===== src/rtl/cpu_mode_ctrl.sv =====
module cpu_mode_ctrl (
  input  logic        clk,
  input  logic        rst_n,
  input  logic        op_xce,
  input  logic        op_clr,
  input  logic        op_set,
  input  logic        op_swap,
  input  logic [7:0]  operand,
  input  logic        ld_acc,
  input  logic        ld_x,
  input  logic        ld_y,
  input  logic [15:0] ld_data,
  output logic [7:0]  status,
  output logic        emu,
  output logic        acc_wide,
  output logic        idx_wide,
  output logic [15:0] acc,
  output logic [15:0] x_reg,
  output logic [15:0] y_reg
);

  localparam logic [7:0] FLAGS_RST = 8'h34;

  logic [7:0]  fl_q, fl_n;
  logic        emu_q, emu_n;
  logic        brk_q, brk_n;
  logic [15:0] acc_q, acc_n, x_q, x_n, y_q, y_n;

  always_comb begin
    fl_n  = fl_q;
    emu_n = emu_q;
    brk_n = brk_q;
    acc_n = acc_q;
    x_n   = x_q;
    y_n   = y_q;

    if (op_xce) begin
      emu_n   = fl_q[0];
      fl_n[0] = emu_q;
    end else if (op_clr) begin
      fl_n = fl_q & ~operand;
      if (emu_q) brk_n = brk_q & ~operand[4];
    end else if (op_set) begin
      fl_n = fl_q | operand;
      if (emu_q) brk_n = brk_q | operand[4];
    end else if (op_swap) begin
      acc_n = {acc_q[7:0], acc_q[15:8]};
    end

    if (emu_n) fl_n[5:4] = 2'b11;

    if (fl_n[4]) begin
      x_n[15:8] = 8'h00;
      y_n[15:8] = 8'h00;
    end

    if (ld_acc) acc_n = fl_n[5] ? {acc_n[15:8], ld_data[7:0]} : ld_data;
    if (ld_x)   x_n   = fl_n[4] ? {8'h00, ld_data[7:0]} : ld_data;
    if (ld_y)   y_n   = fl_n[4] ? {8'h00, ld_data[7:0]} : ld_data;
  end

  always_ff @(posedge clk) begin
    if (!rst_n) begin
      fl_q  <= FLAGS_RST;
      emu_q <= 1'b1;
      brk_q <= 1'b1;
      acc_q <= '0;
      x_q   <= '0;
      y_q   <= '0;
    end else begin
      fl_q  <= fl_n;
      emu_q <= emu_n;
      brk_q <= brk_n;
      acc_q <= acc_n;
      x_q   <= x_n;
      y_q   <= y_n;
    end
  end

  assign status   = emu_q ? {fl_q[7:6], 1'b1, brk_q, fl_q[3:0]} : fl_q;
  assign emu      = emu_q;
  assign acc_wide = ~fl_q[5];
  assign idx_wide = ~fl_q[4];
  assign acc      = acc_q;
  assign x_reg    = x_q;
  assign y_reg    = y_q;

endmodule


===== config.mk =====
export PLATFORM = sky130hd
export DESIGN_NAME = cpu_mode_ctrl
export DESIGN_NICKNAME = d
export VERILOG_FILES = /design/src/rtl/cpu_mode_ctrl.sv
export SDC_FILE = /design/constraint.sdc
export NUM_CORES = 1
export LEC_CHECK = 0
export BUFFER_PORTS_ARGS = -buffer_cell sky130_fd_sc_hd__clkbuf_2
export CORE_UTILIZATION = 52
export CTS_CLUSTER_DIAMETER = 150
export DETAILED_ROUTE_END_ITERATION = 8
export HOLD_SLACK_MARGIN = 0.1
export PLACE_DENSITY_LB_ADDON = 0.2
export SETUP_SLACK_MARGIN = 0.5
export SYNTH_ARGS = -nofsm -noshare
export SYNTH_HDL_FRONTEND = slang
export SYNTH_SLANG_ARGS = --single-unit

===== constraint.sdc =====
create_clock -name clk -period 3.85 [get_ports clk]
set_input_delay 0.385 -clock clk [delete_from_list [all_inputs] [get_ports clk]]
set_output_delay 0.385 -clock clk [all_outputs]
set_load 0.01 [all_outputs]

# Yosys cells after proc, flatten, opt, wreduce, memory -nomap -nowiden
# Index checks and enable logic that the tools add are counted.
[op_classes] n_reduce_logical=8 eq_ne=3 bitwise_logic=9 muxes=21
[op_table] operator="16-bit two-way mux" n=9
[op_table] operator="8-bit two-way mux" n=3
[op_table] operator="8-bit AND" n=1
[op_table] operator="8-bit inverter" n=1
[op_table] operator="8-bit bitwise OR" n=1
[op_table] operator="2-bit nonzero test" n=4
[op_table] operator="1-bit two-way mux" n=6
[op_table] operator="6-bit two-way mux" n=1
[op_table] operator="2-bit by 1-bit inequality test with 1-bit output, second input constant" n=3
[op_table] operator="5-bit two-way mux" n=1
[op_table] operator="1-bit inverter" n=4
[op_table] operator="4-bit AND reduction" n=1
[op_table] operator="3-bit AND reduction" n=1
[op_table] operator="3-bit nonzero test" n=1
[op_table] operator="2-bit two-way mux" n=1
[op_table] operator="2-bit AND reduction" n=1
[op_table] operator="1-bit AND" n=1
[op_table] operator="1-bit bitwise OR" n=1
[word_totals] output_inout_bits=59 reg_bits=58 input_bits=33 word_cells=52

# Logic depth before layout (Yosys ltp)
[depth] word_depth=7 ltp_mapped=6

# Worst setup path after synthesis
# Ideal clock, no wire load.
[synth_timing] kind="input to register" from="input port op_set" to="register acc_q[2], in the netlist acc[2]" t_arrival_ns=1.625 path_buffers=2 required_time_ns=3.736 cell_stages=6 slack_ns=2.111 setup_ns=0.114 path_cell_list="buf_6 nor4b_4 buf_8 mux2_4 mux2i_1 nor2_1"
[synth_between] elab_chain_len=2
[synth_lines] item="start, declared" line_no="6" rtl="input logic op_set,"
[synth_lines] item="2-bit by 1-bit inequality test with 1-bit output (no source line)"
[synth_lines] item="4-bit AND reduction (no source line)"
[synth_lines] item="end signal, assigned" line_no="74" rtl="acc_q <= acc_n;"
[synth_lines] item="end, declared" line_no="27" rtl="logic [15:0] acc_q, acc_n, x_q, x_n, y_q, y_n;"
# No other way between the ends.
# A chain may end at the register's enable or synchronous reset.

# Final worst setup path
[layout_timing] from="input port op_xce" to="register acc_q[14], in the netlist acc[14]"
[layout_between] elab_chain_len=4 word_cells_on_any_way=6 cone_classes="mux (6)"
[layout_lines] item="start, declared" line_no="4" rtl="input logic op_xce,"
[layout_lines] item="5-bit two-way mux / 1-bit two-way mux (equally long branches)" line_no="37" rtl="if (op_xce) begin"
[layout_lines] item="2-bit two-way mux" line_no="50" rtl="if (emu_n) fl_n[5:4] = 2'b11;"
[layout_lines] item="16-bit two-way mux" line_no="57" rtl="if (ld_acc) acc_n = fl_n[5] ? {acc_n[15:8], ld_data[7:0]} : ld_data;"
[layout_lines] item="16-bit two-way mux *" line_no="57"
# Mark *: on every way between the ends. The rest lies on a longest branch, timed or not. The select of a mux whose other input is x is not followed.

==> metrics <==
DR vias/cell between 5 and 6; Sequential cell area between 1000 and 1500 um^2; RSZ-0062 raised after global routing false; MaxCap Viol Count 0; DRT Wirelength ~4.9 mm; initial DRC count 81; combinational power share 12.0%; FILL cells 374; number of hold buffers added after cts 0; final antenna-violating net count 0; Int Pwr about 0.00097 W; Syn Std Cell Area approximately 2400 um^2; HPWL after DPL 3.53 mm; post-synthesis register bit count 58; Largest stage delay, worst path ~0.64 ns; NetSw between 0.0003 and 0.0004 W; nets roughly 340; Root Buffer clkbuf_8; Reg power frac between 50% and 60%; Num CTS Buffers 9; endpoint class of the critical path register; switching power share of the total 24.2%; skew final about 0.0046 ns; outcome completed; cell area after layout approximately 2900 um^2; period utilisation layout 42.8%; DP Worst Slack approximately 1.9 ns; first-pass GRT wire length 8.10 mm; Area after DPL between 2000 and 3000 um^2; Tightest Pin Transition roughly 0.87 ns; critical-path cell with the highest stage delay a32oi_1; Die ar. between 4000 and 5000 um^2; hold crit path type primary input to register; crit path cell chain clkbuf_2 > inv_1 > a32oi_1 > or2_1 > o211a_1; initial antenna violation count 0; # rows 24; height of the die 70.1 um; final setup vio count 0; grt total ovfl 0; htree depth 3; initial core utilization between 50% and 60%; most frequent cells in the layout clkbuf_2 (91), dfxtp_1 (58), mux2i_1 (49); RePlAce Congestion just under 0.8; synth unique cells 28; Clock Power Share a little under two fifths; Setup Buffers After CTS 0; worst rel slew slack a little over two fifths; FMAX between 0.6 and 0.7 GHz; clock-pin slew on the worst setup and hold paths 0.06 ns; synthesized area per cell around 10 um^2; Cells after Synth 230; All-Layer GR Usage between 20% and 30%; via count of the routed design ~1900; critical path arrival between 1.5 and 2 ns; core area ~4400 um^2; Die Width approximately 70 um; Post-route DRC 0; area grow syn2layout 22.0%; largest net degree at the start of global routing 30; vias in the first global route between 1500 and 2000; # IOs 92; Final Hold Fails 0; area of the multi-input gates roughly 1100 um^2; clock period minus worst slack between 1.5 and 2 ns; syn nets between 200 and 300; Sum Neg Setup Slack 0 ns; clock sink total between 50 and 60; Ant. Diodes 0; most common cell after layout, fill and taps aside clkbuf_2; largest fanout on the critical path 11; TritonCTS clock tree yes; LEAKAGE about 1.5 nW; worst path required time around 4.1 ns; synth warn 0; Worst Setup Slack, final about 2.2 ns; Fin Hold WS roughly 0.27 ns; post-CTS sizing 0; Worst-Skew Late Latency roughly 0.32 ns; fin. max-slew vios 0; Peak supply drop around 380 uV; wire length per cell about 14 um; pwr dens ~430 nW/um^2; layout cells sized above 1 about 37%; I/O Buffers approximately 90; crit start category primary input; Clock Tree Buf Depth 2; critical path type primary input to register; First-pass DRT Iterations 4; sequential fraction of the synthesis area 48.1%
-- per-layer routing --
| layer | global-route usage, % | share of wire (%) |
|---|---|---|
| met1 | 24.4 | 44 |
| met2 | 35.9 | 47 |
| met3 | 5.34 | 6.2 |
| met4 | 12.7 | 1.9 |
| met5 | 0 | 0 |
-- worst max-delay path: cells and delay by family --
family,cells,cell delay (ns)
AOI/OAI and AO/OA,2,0.82
and+or+nand+nor,1,0.35
buffers and inverters,2,0.36
-- synth_stat cells --
master | count | area [um^2]
a21oi_1 | 2 | 10.0
clkbuf_1 | 6 | 22.5
dfxtp_1 | 58 | 1160
o22ai_1 | 1 | 6.26
nor2_1 | 41 | 154
or2_2 | 1 | 6.26
mux2i_1 | 49 | 490
buf_8 | 1 | 15.0
mux2_2 | 6 | 67.6
a32oi_1 | 1 | 8.76
o21ai_0 | 11 | 55.1
buf_2 | 3 | 15.0
and2_1 | 1 | 6.26
a31oi_1 | 5 | 31.3
o211a_1 | 8 | 80.1
a311oi_1 | 4 | 35.0
nand3b_1 | 2 | 15.0
mux2_4 | 2 | 30.0
and3b_2 | 1 | 10.0
or2_1 | 1 | 6.26
buf_4 | 7 | 52.6
nor4b_4 | 1 | 23.8
nand2_1 | 5 | 18.8
buf_6 | 5 | 56.3
and3_1 | 1 | 6.26
a211oi_1 | 1 | 7.51
inv_1 | 5 | 18.8
nand3_1 | 1 | 5.00
-- cell families (layout without fill, tap and decap cells) --
| group | count (synthesis) | count (layout) | share of synthesized area (%) |
|---|---|---|---|
| DFF | 58 | 58 | 48.1 |
| AOI/OAI and AO/OA | 33 | 33 | 9.69 |
| and+or+nand+nor | 55 | 55 | 10.4 |
| muxes | 57 | 57 | 24.4 |
| buffers and inverters | 27 | 109 | 7.46 |
-- power by group through the flow --
| stage | logic [W] | clock network (W) | registers (W) |
|---|---|---|---|
| 2_1_floorplan | 0.0000949 | 0 | 0.000663 |
| 3_3_place_gp | 0.000152 | 0 | 0.000654 |
| 3_5_place_dp | 0.000155 | 0 | 0.000655 |
| 4_1_cts | 0.000156 | 0.000493 | 0.000642 |
| 5_1_grt | 0.000170 | 0.000517 | 0.000645 |
| 6_report | 0.000153 | 0.000480 | 0.000642 |
-- metrics by stage --
step           std cells  util (%)  power, W
5_1_grt              364      66.8   0.00133
3_3_place_gp         352      63.0  0.000806
6_report             364      66.8   0.00128
2_1_floorplan        230         -  0.000758
3_5_place_dp         352      63.0  0.000810
4_1_cts              364      66.8   0.00129
-- final timing paths --
| kind | startpoint | to | slack (ns) | cells past startpoint |
|---|---|---|---|---|
| min | operand[6] | fl_q[6] | 0.27 | 2 |
| max | op_xce | acc[14] | 2.20 | 5 |
| min reg2reg | register | register | 0.48 | 2 |
| max reg2reg | emu | acc[14] | 2.30 | 4 |
-- layout make-up --
type                    count  area share [%]
clock buffers              12            5.61
inverters                   5           0.637
multi-input cells         145            36.4
flip-flops and latches     58            39.4
well taps                  52            2.21
repair buffers             92            15.7
Note: power is estimated with default switching activity, not from simulation.
